## src/rtl/hs_pkg.sv

```systemverilog
`timescale 1ns/1ps
package hs_pkg;
  parameter int DW      = 8;
  parameter int PHW     = 6;
  parameter int INTW    = 7;
  parameter int LENW    = 7;
  parameter int CNTW    = 11;
  localparam int INCW    = INTW + PHW;
  localparam int ADVW    = INTW + 1;
  localparam int ACC_MAX = 1 << PHW;
  localparam int ACCW    = DW + PHW;
  localparam int MAXV    = (1 << DW) - 1;

  typedef struct packed {
    logic [INCW-1:0] inc;
    logic [LENW-1:0] len;
    logic [PHW-1:0]  phase;
    logic [CNTW-1:0] cnt;
  } cfg_t;
endpackage

```

## src/rtl/hs_set_sel.sv

```systemverilog
`timescale 1ns/1ps
module hs_set_sel
  import hs_pkg::*;
(
  input  logic            clk_i,
  input  logic            rst_ni,
  input  logic            field_start_i,
  input  logic            set_sel_i,
  input  logic            line_start_i,
  input  cfg_t            cfg_a_i,
  input  cfg_t            cfg_b_i,
  output logic [PHW-1:0]  start_phase_o,
  output logic [CNTW-1:0] start_cnt_o,
  output logic [INCW-1:0] line_inc_o,
  output logic [LENW-1:0] line_len_o,
  output logic [CNTW-1:0] line_cnt_o
);
  logic            act_q, sel_nxt;
  cfg_t            sel_cfg;
  logic [INCW-1:0] inc_q;
  logic [LENW-1:0] len_q;
  logic [CNTW-1:0] cnt_q;

  // field start takes effect in the same cycle so a coincident line start sees it
  assign sel_nxt = field_start_i ? set_sel_i : act_q;

  always_comb begin
    sel_cfg = sel_nxt ? cfg_b_i : cfg_a_i;
    if (sel_cfg.len == '0)                     sel_cfg.len = LENW'(1);
    else if (sel_cfg.len > LENW'(ACC_MAX))     sel_cfg.len = LENW'(ACC_MAX);
  end

  always_ff @(posedge clk_i or negedge rst_ni) begin
    if (!rst_ni) begin
      act_q <= 1'b0;
      inc_q <= '0;
      len_q <= LENW'(1);
      cnt_q <= '0;
    end else begin
      act_q <= sel_nxt;
      if (line_start_i) begin
        inc_q <= sel_cfg.inc;
        len_q <= sel_cfg.len;
        cnt_q <= sel_cfg.cnt;
      end
    end
  end

  assign start_phase_o = sel_cfg.phase;
  assign start_cnt_o   = sel_cfg.cnt;
  assign line_inc_o    = inc_q;
  assign line_len_o    = len_q;
  assign line_cnt_o    = cnt_q;

  AST_LEN_RANGE: assert property (@(posedge clk_i) disable iff (!rst_ni)
    (len_q >= LENW'(1)) && (len_q <= LENW'(ACC_MAX)));
  AST_SET_SAMPLED: assert property (@(posedge clk_i) disable iff (!rst_ni)
    field_start_i |=> (act_q == $past(set_sel_i)));
endmodule

```

## src/rtl/hs_prefilter.sv

```systemverilog
`timescale 1ns/1ps
module hs_prefilter
  import hs_pkg::*;
(
  input  logic            clk_i,
  input  logic            rst_ni,
  input  logic            line_start_i,
  input  logic [LENW-1:0] len_i,
  input  logic            acc_en_i,
  input  logic [DW-1:0]   data_i,
  output logic            f_valid_o,
  output logic [DW-1:0]   f_data_o
);
  localparam int SW = ACCW + 1;

  logic [ACCW-1:0] acc_q;
  logic [LENW-1:0] grp_q;
  logic [SW-1:0]   tot, num, quo;
  logic            last;

  assign last = (grp_q == len_i - LENW'(1));
  assign tot  = SW'(acc_q) + SW'(data_i);
  assign num  = tot + SW'(len_i >> 1);
  assign quo  = num / SW'(len_i);
  assign f_data_o  = (quo > SW'(MAXV)) ? DW'(MAXV) : quo[DW-1:0];
  assign f_valid_o = acc_en_i && last;

  always_ff @(posedge clk_i or negedge rst_ni) begin
    if (!rst_ni) begin
      acc_q <= '0;
      grp_q <= '0;
    end else if (line_start_i) begin
      acc_q <= '0;
      grp_q <= '0;
    end else if (acc_en_i) begin
      if (last) begin
        acc_q <= '0;
        grp_q <= '0;
      end else begin
        acc_q <= tot[ACCW-1:0];
        grp_q <= grp_q + LENW'(1);
      end
    end
  end

  AST_ACC_GAP: assert property (@(posedge clk_i) disable iff (!rst_ni)
    (!acc_en_i && !line_start_i) |=> ($stable(acc_q) && $stable(grp_q)));
  AST_LINE_CLR: assert property (@(posedge clk_i) disable iff (!rst_ni)
    line_start_i |=> (grp_q == '0 && acc_q == '0));
  AST_AVG_RANGE: assert property (@(posedge clk_i) disable iff (!rst_ni)
    f_valid_o |-> (quo <= SW'(MAXV)));
endmodule

```

## src/rtl/hs_interp.sv

```systemverilog
`timescale 1ns/1ps
module hs_interp
  import hs_pkg::*;
(
  input  logic            clk_i,
  input  logic            rst_ni,
  input  logic            line_start_i,
  input  logic [PHW-1:0]  start_phase_i,
  input  logic [CNTW-1:0] start_cnt_i,
  input  logic [INCW-1:0] inc_i,
  input  logic [CNTW-1:0] cnt_i,
  input  logic            f_valid_i,
  input  logic [DW-1:0]   f_data_i,
  input  logic            out_ready_i,
  output logic            out_valid_o,
  output logic [DW-1:0]   out_data_o,
  output logic            need_o,
  output logic            done_o
);
  localparam int PW = DW + PHW + 1;

  logic [DW-1:0]   a_q, b_q, od_q;
  logic [PHW-1:0]  p_q;
  logic [ADVW-1:0] adv_q;
  logic [CNTW-1:0] ocnt_q, ocnt_nxt;
  logic            done_q, ov_q, emit;
  logic [INCW:0]   step;
  logic [PHW:0]    wa, wb;
  logic [PW-1:0]   mix, rnd;
  logic [DW-1:0]   res;

  assign need_o   = !done_q && (adv_q != '0);
  assign done_o   = done_q;
  assign emit     = !done_q && (adv_q == '0) && (!ov_q || out_ready_i) && !line_start_i;
  assign ocnt_nxt = ocnt_q + CNTW'(1);
  // carry out of the fraction feeds the advance count
  assign step     = (INCW+1)'(p_q) + (INCW+1)'(inc_i);

  assign wb  = {1'b0, p_q};
  assign wa  = (PHW+1)'(ACC_MAX) - wb;
  assign mix = PW'(a_q) * PW'(wa) + PW'(b_q) * PW'(wb) + PW'(ACC_MAX / 2);
  assign rnd = mix >> PHW;
  assign res = (rnd > PW'(MAXV)) ? DW'(MAXV) : rnd[DW-1:0];

  always_ff @(posedge clk_i or negedge rst_ni) begin
    if (!rst_ni) begin
      a_q    <= '0;
      b_q    <= '0;
      p_q    <= '0;
      adv_q  <= '0;
      ocnt_q <= '0;
      done_q <= 1'b1;
    end else if (line_start_i) begin
      adv_q  <= ADVW'(2);
      p_q    <= start_phase_i;
      ocnt_q <= '0;
      done_q <= (start_cnt_i == '0);
    end else if (emit) begin
      {adv_q, p_q} <= step;
      ocnt_q <= ocnt_nxt;
      done_q <= (ocnt_nxt == cnt_i);
    end else if (f_valid_i && need_o) begin
      a_q   <= b_q;
      b_q   <= f_data_i;
      adv_q <= adv_q - ADVW'(1);
    end
  end

  always_ff @(posedge clk_i or negedge rst_ni) begin
    if (!rst_ni) begin
      ov_q <= 1'b0;
      od_q <= '0;
    end else if (emit) begin
      ov_q <= 1'b1;
      od_q <= res;
    end else if (out_ready_i) begin
      ov_q <= 1'b0;
    end
  end

  assign out_valid_o = ov_q;
  assign out_data_o  = od_q;

  AST_OUT_HOLD: assert property (@(posedge clk_i) disable iff (!rst_ni)
    (ov_q && !out_ready_i) |=> (ov_q && $stable(od_q)));
  AST_DONE_HOLD: assert property (@(posedge clk_i) disable iff (!rst_ni)
    (done_q && !line_start_i) |=> $stable(ocnt_q));
  AST_CNT_LIMIT: assert property (@(posedge clk_i) disable iff (!rst_ni)
    ocnt_q <= cnt_i);
  AST_ADV_GAP: assert property (@(posedge clk_i) disable iff (!rst_ni)
    (!f_valid_i && !emit && !line_start_i) |=> ($stable(adv_q) && $stable(p_q)));
endmodule

```

## src/rtl/hscaler.sv

```systemverilog
`timescale 1ns/1ps
module hscaler
  import hs_pkg::*;
(
  input  logic            clk_i,
  input  logic            rst_ni,
  input  logic            field_start_i,
  input  logic            set_sel_i,
  input  logic            line_start_i,
  input  logic [INCW-1:0] cfg_a_inc_i,
  input  logic [LENW-1:0] cfg_a_len_i,
  input  logic [PHW-1:0]  cfg_a_phase_i,
  input  logic [CNTW-1:0] cfg_a_cnt_i,
  input  logic [INCW-1:0] cfg_b_inc_i,
  input  logic [LENW-1:0] cfg_b_len_i,
  input  logic [PHW-1:0]  cfg_b_phase_i,
  input  logic [CNTW-1:0] cfg_b_cnt_i,
  input  logic            in_valid_i,
  input  logic [DW-1:0]   in_data_i,
  output logic            in_ready_o,
  output logic            out_valid_o,
  output logic [DW-1:0]   out_data_o,
  input  logic            out_ready_i
);
  cfg_t            cfg_a, cfg_b;
  logic [PHW-1:0]  start_phase;
  logic [CNTW-1:0] start_cnt, line_cnt;
  logic [INCW-1:0] line_inc;
  logic [LENW-1:0] line_len;
  logic            acc_en, f_valid, need, done;
  logic [DW-1:0]   f_data;

  assign cfg_a = '{inc: cfg_a_inc_i, len: cfg_a_len_i, phase: cfg_a_phase_i, cnt: cfg_a_cnt_i};
  assign cfg_b = '{inc: cfg_b_inc_i, len: cfg_b_len_i, phase: cfg_b_phase_i, cnt: cfg_b_cnt_i};

  // stall input once the window is full for the next output; drain freely when done
  assign in_ready_o = !line_start_i && (done || need);
  assign acc_en     = in_valid_i && in_ready_o;

  hs_set_sel u_sel (
    .clk_i, .rst_ni, .field_start_i, .set_sel_i, .line_start_i,
    .cfg_a_i(cfg_a), .cfg_b_i(cfg_b),
    .start_phase_o(start_phase), .start_cnt_o(start_cnt),
    .line_inc_o(line_inc), .line_len_o(line_len), .line_cnt_o(line_cnt)
  );

  hs_prefilter u_pre (
    .clk_i, .rst_ni, .line_start_i,
    .len_i(line_len), .acc_en_i(acc_en), .data_i(in_data_i),
    .f_valid_o(f_valid), .f_data_o(f_data)
  );

  hs_interp u_int (
    .clk_i, .rst_ni, .line_start_i,
    .start_phase_i(start_phase), .start_cnt_i(start_cnt),
    .inc_i(line_inc), .cnt_i(line_cnt),
    .f_valid_i(f_valid), .f_data_i(f_data), .out_ready_i,
    .out_valid_o, .out_data_o, .need_o(need), .done_o(done)
  );

  AST_NO_OUT_IDLE: assert property (@(posedge clk_i) disable iff (!rst_ni)
    (done && !line_start_i && !out_valid_o) |=> !out_valid_o);
endmodule

```

## config.mk

```make
export PLATFORM = sky130hd
export DESIGN_NAME = hscaler
export DESIGN_NICKNAME = d
export VERILOG_FILES = /design/src/rtl/hs_pkg.sv /design/src/rtl/hs_set_sel.sv /design/src/rtl/hs_prefilter.sv /design/src/rtl/hs_interp.sv /design/src/rtl/hscaler.sv
export SDC_FILE = /design/constraint.sdc
export NUM_CORES = 1
export LEC_CHECK = 0
export CORE_MARGIN = 2
export CORE_UTILIZATION = 35
export CTS_BUF_LIST = sky130_fd_sc_hd__clkbuf_8
export CTS_CLUSTER_SIZE = 25
export DETAILED_ROUTE_END_ITERATION = 10
export GPL_TIMING_DRIVEN = 0
export PLACE_DENSITY = 0.64
export SYNTH_ARGS = -nofsm -noshare
export SYNTH_HDL_FRONTEND = slang
export SYNTH_HIERARCHICAL = 1
export SYNTH_SLANG_ARGS = --single-unit
```

## constraint.sdc

```tcl
create_clock -name clk_i -period 66.4 [get_ports clk_i]
set_input_delay 16.6 -clock clk_i [delete_from_list [all_inputs] [get_ports clk_i]]
set_output_delay 16.6 -clock clk_i [all_outputs]
set_load 0.03 [all_outputs]
```

==> results of run 1 <==
per-stage QoR:
stage	instance area (um2)	setup slack (ns)	std cells	hold WS (ns)
6_report	17200	15.80	2485	0.506
3_5_place_dp	17000	15.77	2468	0.490
4_1_cts	17200	16.02	2484	0.512
2_1_floorplan	15200	21.09	1784	0.465
5_1_grt	17200	12.68	2485	0.527
3_3_place_gp	16900	16.56	2467	0.492
flip-flops by register name, summed over array words and instances (netlist names), 8 cells and up:
signal	flops
u_int/a_q	8
u_int/adv_q	8
u_int/b_q	8
u_int/ocnt_q	11
u_int/out_data_o	8
u_pre/acc_q	14
u_sel/line_cnt_o	11
u_sel/line_inc_o	13
how the worst max path moves through the flow:
stage / from / end / slack (ns) / cells after the start
after floorplan: in_data_i[0] / u_int/b_q[0]$_DFFE_PN0P_ / 21.09 / 149
after global placement: in_data_i[0] / u_int/b_q[0]$_DFFE_PN0P_ / 16.56 / 143
after detailed placement: in_data_i[0] / u_int/b_q[0]$_DFFE_PN0P_ / 15.77 / 146
after CTS: in_data_i[0] / u_int/b_q[0]$_DFFE_PN0P_ / 16.02 / 146
after global routing: in_data_i[0] / u_int/b_q[0]$_DFFE_PN0P_ / 12.68 / 146
final: in_data_i[0] / u_int/b_q[0]$_DFFE_PN0P_ / 15.80 / 147
kinds of logic (layout without fill, tap and decap cells):
logic type      count (synthesis)  count (layout)  synth area share
xor+xnor                      107             107            0.0620
compound gates                406             406             0.187
buf+inv                       196             311            0.0564
flops                         104             104             0.171
other cells                     0               1                 0
simple gates                  635             635             0.210
mux                            91              91            0.0739
fa+ha+maj                     245             245             0.240
layout make-up:
| class | count | area share |
|---|---|---|
| clock buffers | 11 | 0.00882 |
| repair buffers | 99 | 0.0586 |
| flip-flops and latches | 104 | 0.152 |
| plain buffers | 67 | 0.0219 |
| clock inverters | 5 | 0.00226 |
| diodes | 1 | 0.000146 |
| multi-input cells | 1484 | 0.686 |
| inverters | 129 | 0.0282 |
| well taps | 585 | 0.0426 |
synthesized netlist by cell type (19+ instances only):
cell type  instances
fa_1              78
nand3_1           40
nor3_1            56
xor2_1            43
o21ai_0           72
a21o_1            26
a31oi_1           27
clkbuf_1          29
a21oi_1           85
nand2b_1          19
mux2_4            28
nand2_1          187
xnor2_1           63
inv_1            127
nor2b_1           25
and2_1            65
nor2_1           139
buf_4             19
mux2_2            38
o21a_1            49
ha_1             166
o31ai_1           19
dfrtp_1          102
critical path: cells and delay by family:
| family | cells | cell delay [ns] |
|---|---|---|
| mux | 7 | 2.07 |
| fa+ha+maj | 18 | 5.61 |
| compound gates | 72 | 16.40 |
| simple gates | 39 | 7.63 |
| xor+xnor | 1 | 0.33 |
| buf+inv | 10 | 2.14 |
routing by layer:
metal	vias to the layer above	wire length, um
li1	6547	-
met1	6462	18000
met2	269	20000
met3	46	1410
met4	0	917
met5	-	0
==> flow_summary.yaml, run 1 <==
timing:
  slew_viol_final: 0
  setup_viol: 0
  worst_slew_pin_slew_ns: 1.38
  skew_ns: 0.0242
  fin_crit_sh: 0.762
  fmax_mhz: 19.8
  hold_viol: 0
  rsz0062_at_grt: "false"
  fin_tns_setup_ns: 0
  maxSlewHeadroom: 0.0762
  min_period_ns: 50.60
setup_path:
  rrSetupSlack_ns: 32.10
  crit-reg2reg-launch: "u_pre/acc_q[0]$_DFFE_PN0P_"
  cp_common_cell: "o21a_1"
  slowest_delay_ns: 0.78
  start_kind: "input port"
  critPathSlowestCell: "a41oi_1"
  worstPathRequired_ns: 66.68
  crit_path_end_kind: "flop"
  rr_worst_depth: 146
  crit_fanout: 10
  crit_type: "input port to flop"
  r2r-end: "u_int/b_q[0]$_DFFE_PN0P_"
  cp_data_arrival_time_ns: 50.88
logic_synthesis:
  ys_warn_count: 6
  synth_fp_nets: 2117
  synth_top_cell_by_area: "dfrtp_1"
  async_flop_share: 1.00
  syn-instance-count: 1784
  syn_area_um2: 15200
  synth-seq-cells: 104
  synthFlopType: "dfrtp_1"
  synthTopCellsByArea: "dfrtp_1, ha_1, fa_1"
  synth_top_cell_area_share: 0.168
  synth_edf_count: 0
  synth-seq-area-share: 0.171
  syn_avg_cell_area_um2: 8.54
  yosys.cell_types.count: 109
floorplanning:
  ios: 99
  die_h_um: 213
  die_w_um: 213
  start_util: 0.354
  fp-row-count: 76
  core-area_um2: 43000
  dieArea_um2: 45200
finish:
  final_util: 0.399
  seq_area_um2: 2610
  layout_common_cells: "nand2_1, ha_1, nor2_1"
  syn_to_final_growth_pct: 12.7
  drive_above_1_share: 0.0974
  multi_input_comb_area_um2: 11800
  final_nets: 2227
  fill_cells: 4355
  final_common_cell: "nand2_1"
status:
  outcome: "finished, final reports clean"
clock_tree:
  cts_resized: 0
  cts_sinks: 104
  cts-root-buf: "clkbuf_8"
  cts_tree: "done"
  cts_buffers: 9
  htreeDepth: 3
  post_cts_buffers: 0
  ctsLongestPathBuffers: 2
  clkTransAtPathRegs_ns: 0.10
  hold_buffers: 0
  worstSkewPairLatency_ns: 0.40
global_routing:
  met1_usage: 0.230
  gr-usage-all-layers: 0.182
  top_usage_layer: "met2"
  grt_start_max_net_pins: 61
  gr-usage-met3: 0.0168
  antenna_found_initial: 1
  gr-usage-met2: 0.329
  grt_pass1_wl_um: 66600
  grt_pass1_vias: 13384
  grt_overflow: 0
run:
  maxCapViolCount: 0
routing:
  first_pass_iters: 5
  via_per_inst: 5.36
  wl_per_cell_um: 16.2
  drtIter0Drc: 750
  ant_nets: 0
  route.detailed.drc: 0
  vias: 13324
  wl_um: 40400
hold_path:
  hp-class: "flop to flop"
  holdPathEnd: "u_pre/grp_q[6]$_DFFE_PN0P_"
  min_from: "u_pre/grp_q[6]$_DFFE_PN0P_"
  holdPathStages: 1
placed_design:
  numPortBuffers: 98
  gp_congestion: 0.904
  place_hpwl_um: 33000
Power of run 1 is not shown: default switching activity piles up to over one toggle a cycle in this logic, so the estimate is an artifact.
==> inputs of run 2 (changes only) <==
--- a/config.mk
+++ b/config.mk
@@ -11,7 +11,7 @@
 export CTS_CLUSTER_SIZE = 25
 export DETAILED_ROUTE_END_ITERATION = 10
 export GPL_TIMING_DRIVEN = 0
-export PLACE_DENSITY = 0.64
+export PLACE_DENSITY = 0.66
 export SYNTH_ARGS = -nofsm -noshare
 export SYNTH_HDL_FRONTEND = slang
 export SYNTH_HIERARCHICAL = 1
==> constraint.sdc (replaced) <==
create_clock -name clk_i -period 43 [get_ports clk_i]
set_input_delay 10.75 -clock clk_i [delete_from_list [all_inputs] [get_ports clk_i]]
set_output_delay 10.75 -clock clk_i [all_outputs]
set_load 0.03 [all_outputs]
==> run 2 against run 1 <==
Clock skew about the same. Routed wire length increased by 2.3%. Register-to-register slack got worse by 20 ns. Worst setup slack got worse by 14 ns. Final cell count increased by 1.0%. Via count increased by 2.2%. Final area increased by 3.3%. Highest routed layer unchanged. Largest cell class unchanged. Core utilization increased by 1.3 points. Hold slack improved by 0.011 ns. Sequential share of layout area decreased by 0.48 points.
==> flow_summary.yaml, run 2 (synthesis gave the netlist of run 1 again) <==
routing:
  wl_per_cell_um: 16.4
  vias: 13614
  ant_nets: 0
  first_pass_iters: 5
  route.detailed.drc: 0
  wl_um: 41300
  via_per_inst: 5.42
  drtIter0Drc: 801
setup_path:
  worstPathRequired_ns: 43.29
  start_kind: "input port"
  critPathSlowestCell: "or4b_1"
  crit_type: "input port to flop"
  crit_path_end_kind: "flop"
  cp_data_arrival_time_ns: 41.45
  crit_fanout: 10
  slowest_delay_ns: 0.53
  cp_common_cell: "o21a_1"
timing:
  fmax_mhz: 24.3
  hold_viol: 0
  worst_slew_pin_slew_ns: 1.33
  maxSlewHeadroom: 0.108
  slew_viol_final: 0
  skew_ns: 0.0240
  min_period_ns: 41.17
  setup_viol: 0
  fin_crit_sh: 0.957
finish:
  diodes: 0
  final_common_cell: "nand2_1"
  final_util: 0.412
  fin_area_um2: 17700
  largest_reg_flops: 14
  final_nets: 2254
  top_register: "u_pre/acc_q"
  drive_above_1_share: 0.132
  layout_common_cells: "nand2_1, ha_1, nor2_1"
  syn_to_final_growth_pct: 16.3
floorplanning:
  core-area_um2: 43000
  ios: 99
  fp-row-count: 76
  die_w_um: 213
  die_h_um: 213
  start_util: 0.354
  dieArea_um2: 45200
clock_tree:
  ctsLongestPathBuffers: 2
  cts-root-buf: "clkbuf_8"
  worstSkewPairLatency_ns: 0.41
  clkTransAtPathRegs_ns: 0.12
  cts_tree: "done"
  cts_sinks: 104
  cts_buffers: 9
  htreeDepth: 3
  hold_buffers: 0
placed_design:
  place_hpwl_um: 32900
  gp_congestion: 0.898
  numPortBuffers: 98
  postPlaceCellArea_um2: 17000
global_routing:
  antenna_found_initial: 0
  grt_pass1_vias: 13545
  gr-usage-all-layers: 0.185
  grt_overflow: 0
  grt_pass1_wl_um: 67500
  grt_start_max_net_pins: 68
hold_path:
  hp-class: "flop to flop"
status:
  outcome: "finished, final reports clean"
run:
  maxCapViolCount: 0
[run 2: cell types whose count changed in the layout (fill, tap and decap cells not counted), moves of 3 or more]
cell,before,now
buf_4,20,49
buf_2,12,9
inv_8,0,3
nor2b_1,25,21
a21oi_1,85,78
o21ai_2,1,5
o21ai_0,72,66
nor2b_4,0,3
a21oi_2,1,7
[run 2: cell type report]
cell class	count	area, um2
Timing Repair Buffer	127	1220
Multi-Input combinational cell	1484	12100
Buffer	66	392
Fill cell	4272	25300
Inverter	129	484
Clock inverter	7	108
Sequential cell	104	2610
Clock buffer	9	124
Tap cell	585	732
[run 2: repair_timing]
item                       in CTS  in global routing
setup buffers                   5                 23
hold endpoints to repair        0                  0
setup endpoints to repair       1                  2
resized for setup              15                 63
pin swaps                       3                 22
[run 2: path summary, 6_finish.rpt]
kind	cells after the start	slack (ns)	end	startpoint
max	150	1.83	u_int/b_q[0]$_DFFE_PN0P_	in_data_i[0]
min	1	0.52	u_pre/grp_q[6]$_DFFE_PN0P_	u_pre/grp_q[6]$_DFFE_PN0P_
max reg2reg	149	12.30	u_int/b_q[0]$_DFFE_PN0P_	u_pre/acc_q[0]$_DFFE_PN0P_
min reg2reg	1	0.52	u_pre/grp_q[6]$_DFFE_PN0P_	u_pre/grp_q[6]$_DFFE_PN0P_
max in group asynchronous	2	31.93	u_sel/line_len_o[0]$_DFFE_PN1P_	rst_ni
min in group asynchronous	1	10.31	u_int/p_q[3]$_DFFE_PN0P_	rst_ni
[run 2: per-layer routing]
| metal | up-vias | share of wire | GRT usage |
|---|---|---|---|
| li1 | 6614 | - | - |
| met1 | 6656 | 0.44 | 0.231 |
| met2 | 293 | 0.49 | 0.331 |
| met3 | 51 | 0.043 | 0.0219 |
| met4 | 0 | 0.026 | 0.0538 |
| met5 | - | 0 | 0 |
[run 2: critical path, delay by kind of cell]
kind | cells | cell delay [ns]
mux | 8 | 2.29
simple gates | 42 | 7.42
fa+ha+maj | 17 | 5.22
buf+inv | 12 | 2.35
compound gates | 71 | 13.42
[run 2: stage by stage]
stage | instances | TNS [ns] | worst slack [ns] | hold WS, ns
after floorplan | 1784 | 0 | 3.54 | 0.465
after global placement | 2467 | -0.897 | -0.897 | 0.492
after detailed placement | 2468 | -1.82 | -1.82 | 0.492
after CTS | 2489 | 0 | 0.0671 | 0.515
after global routing | 2511 | -0.140 | -0.140 | 0.529
final | 2511 | 0 | 1.83 | 0.517
Power of run 2 is left out for the same reason.
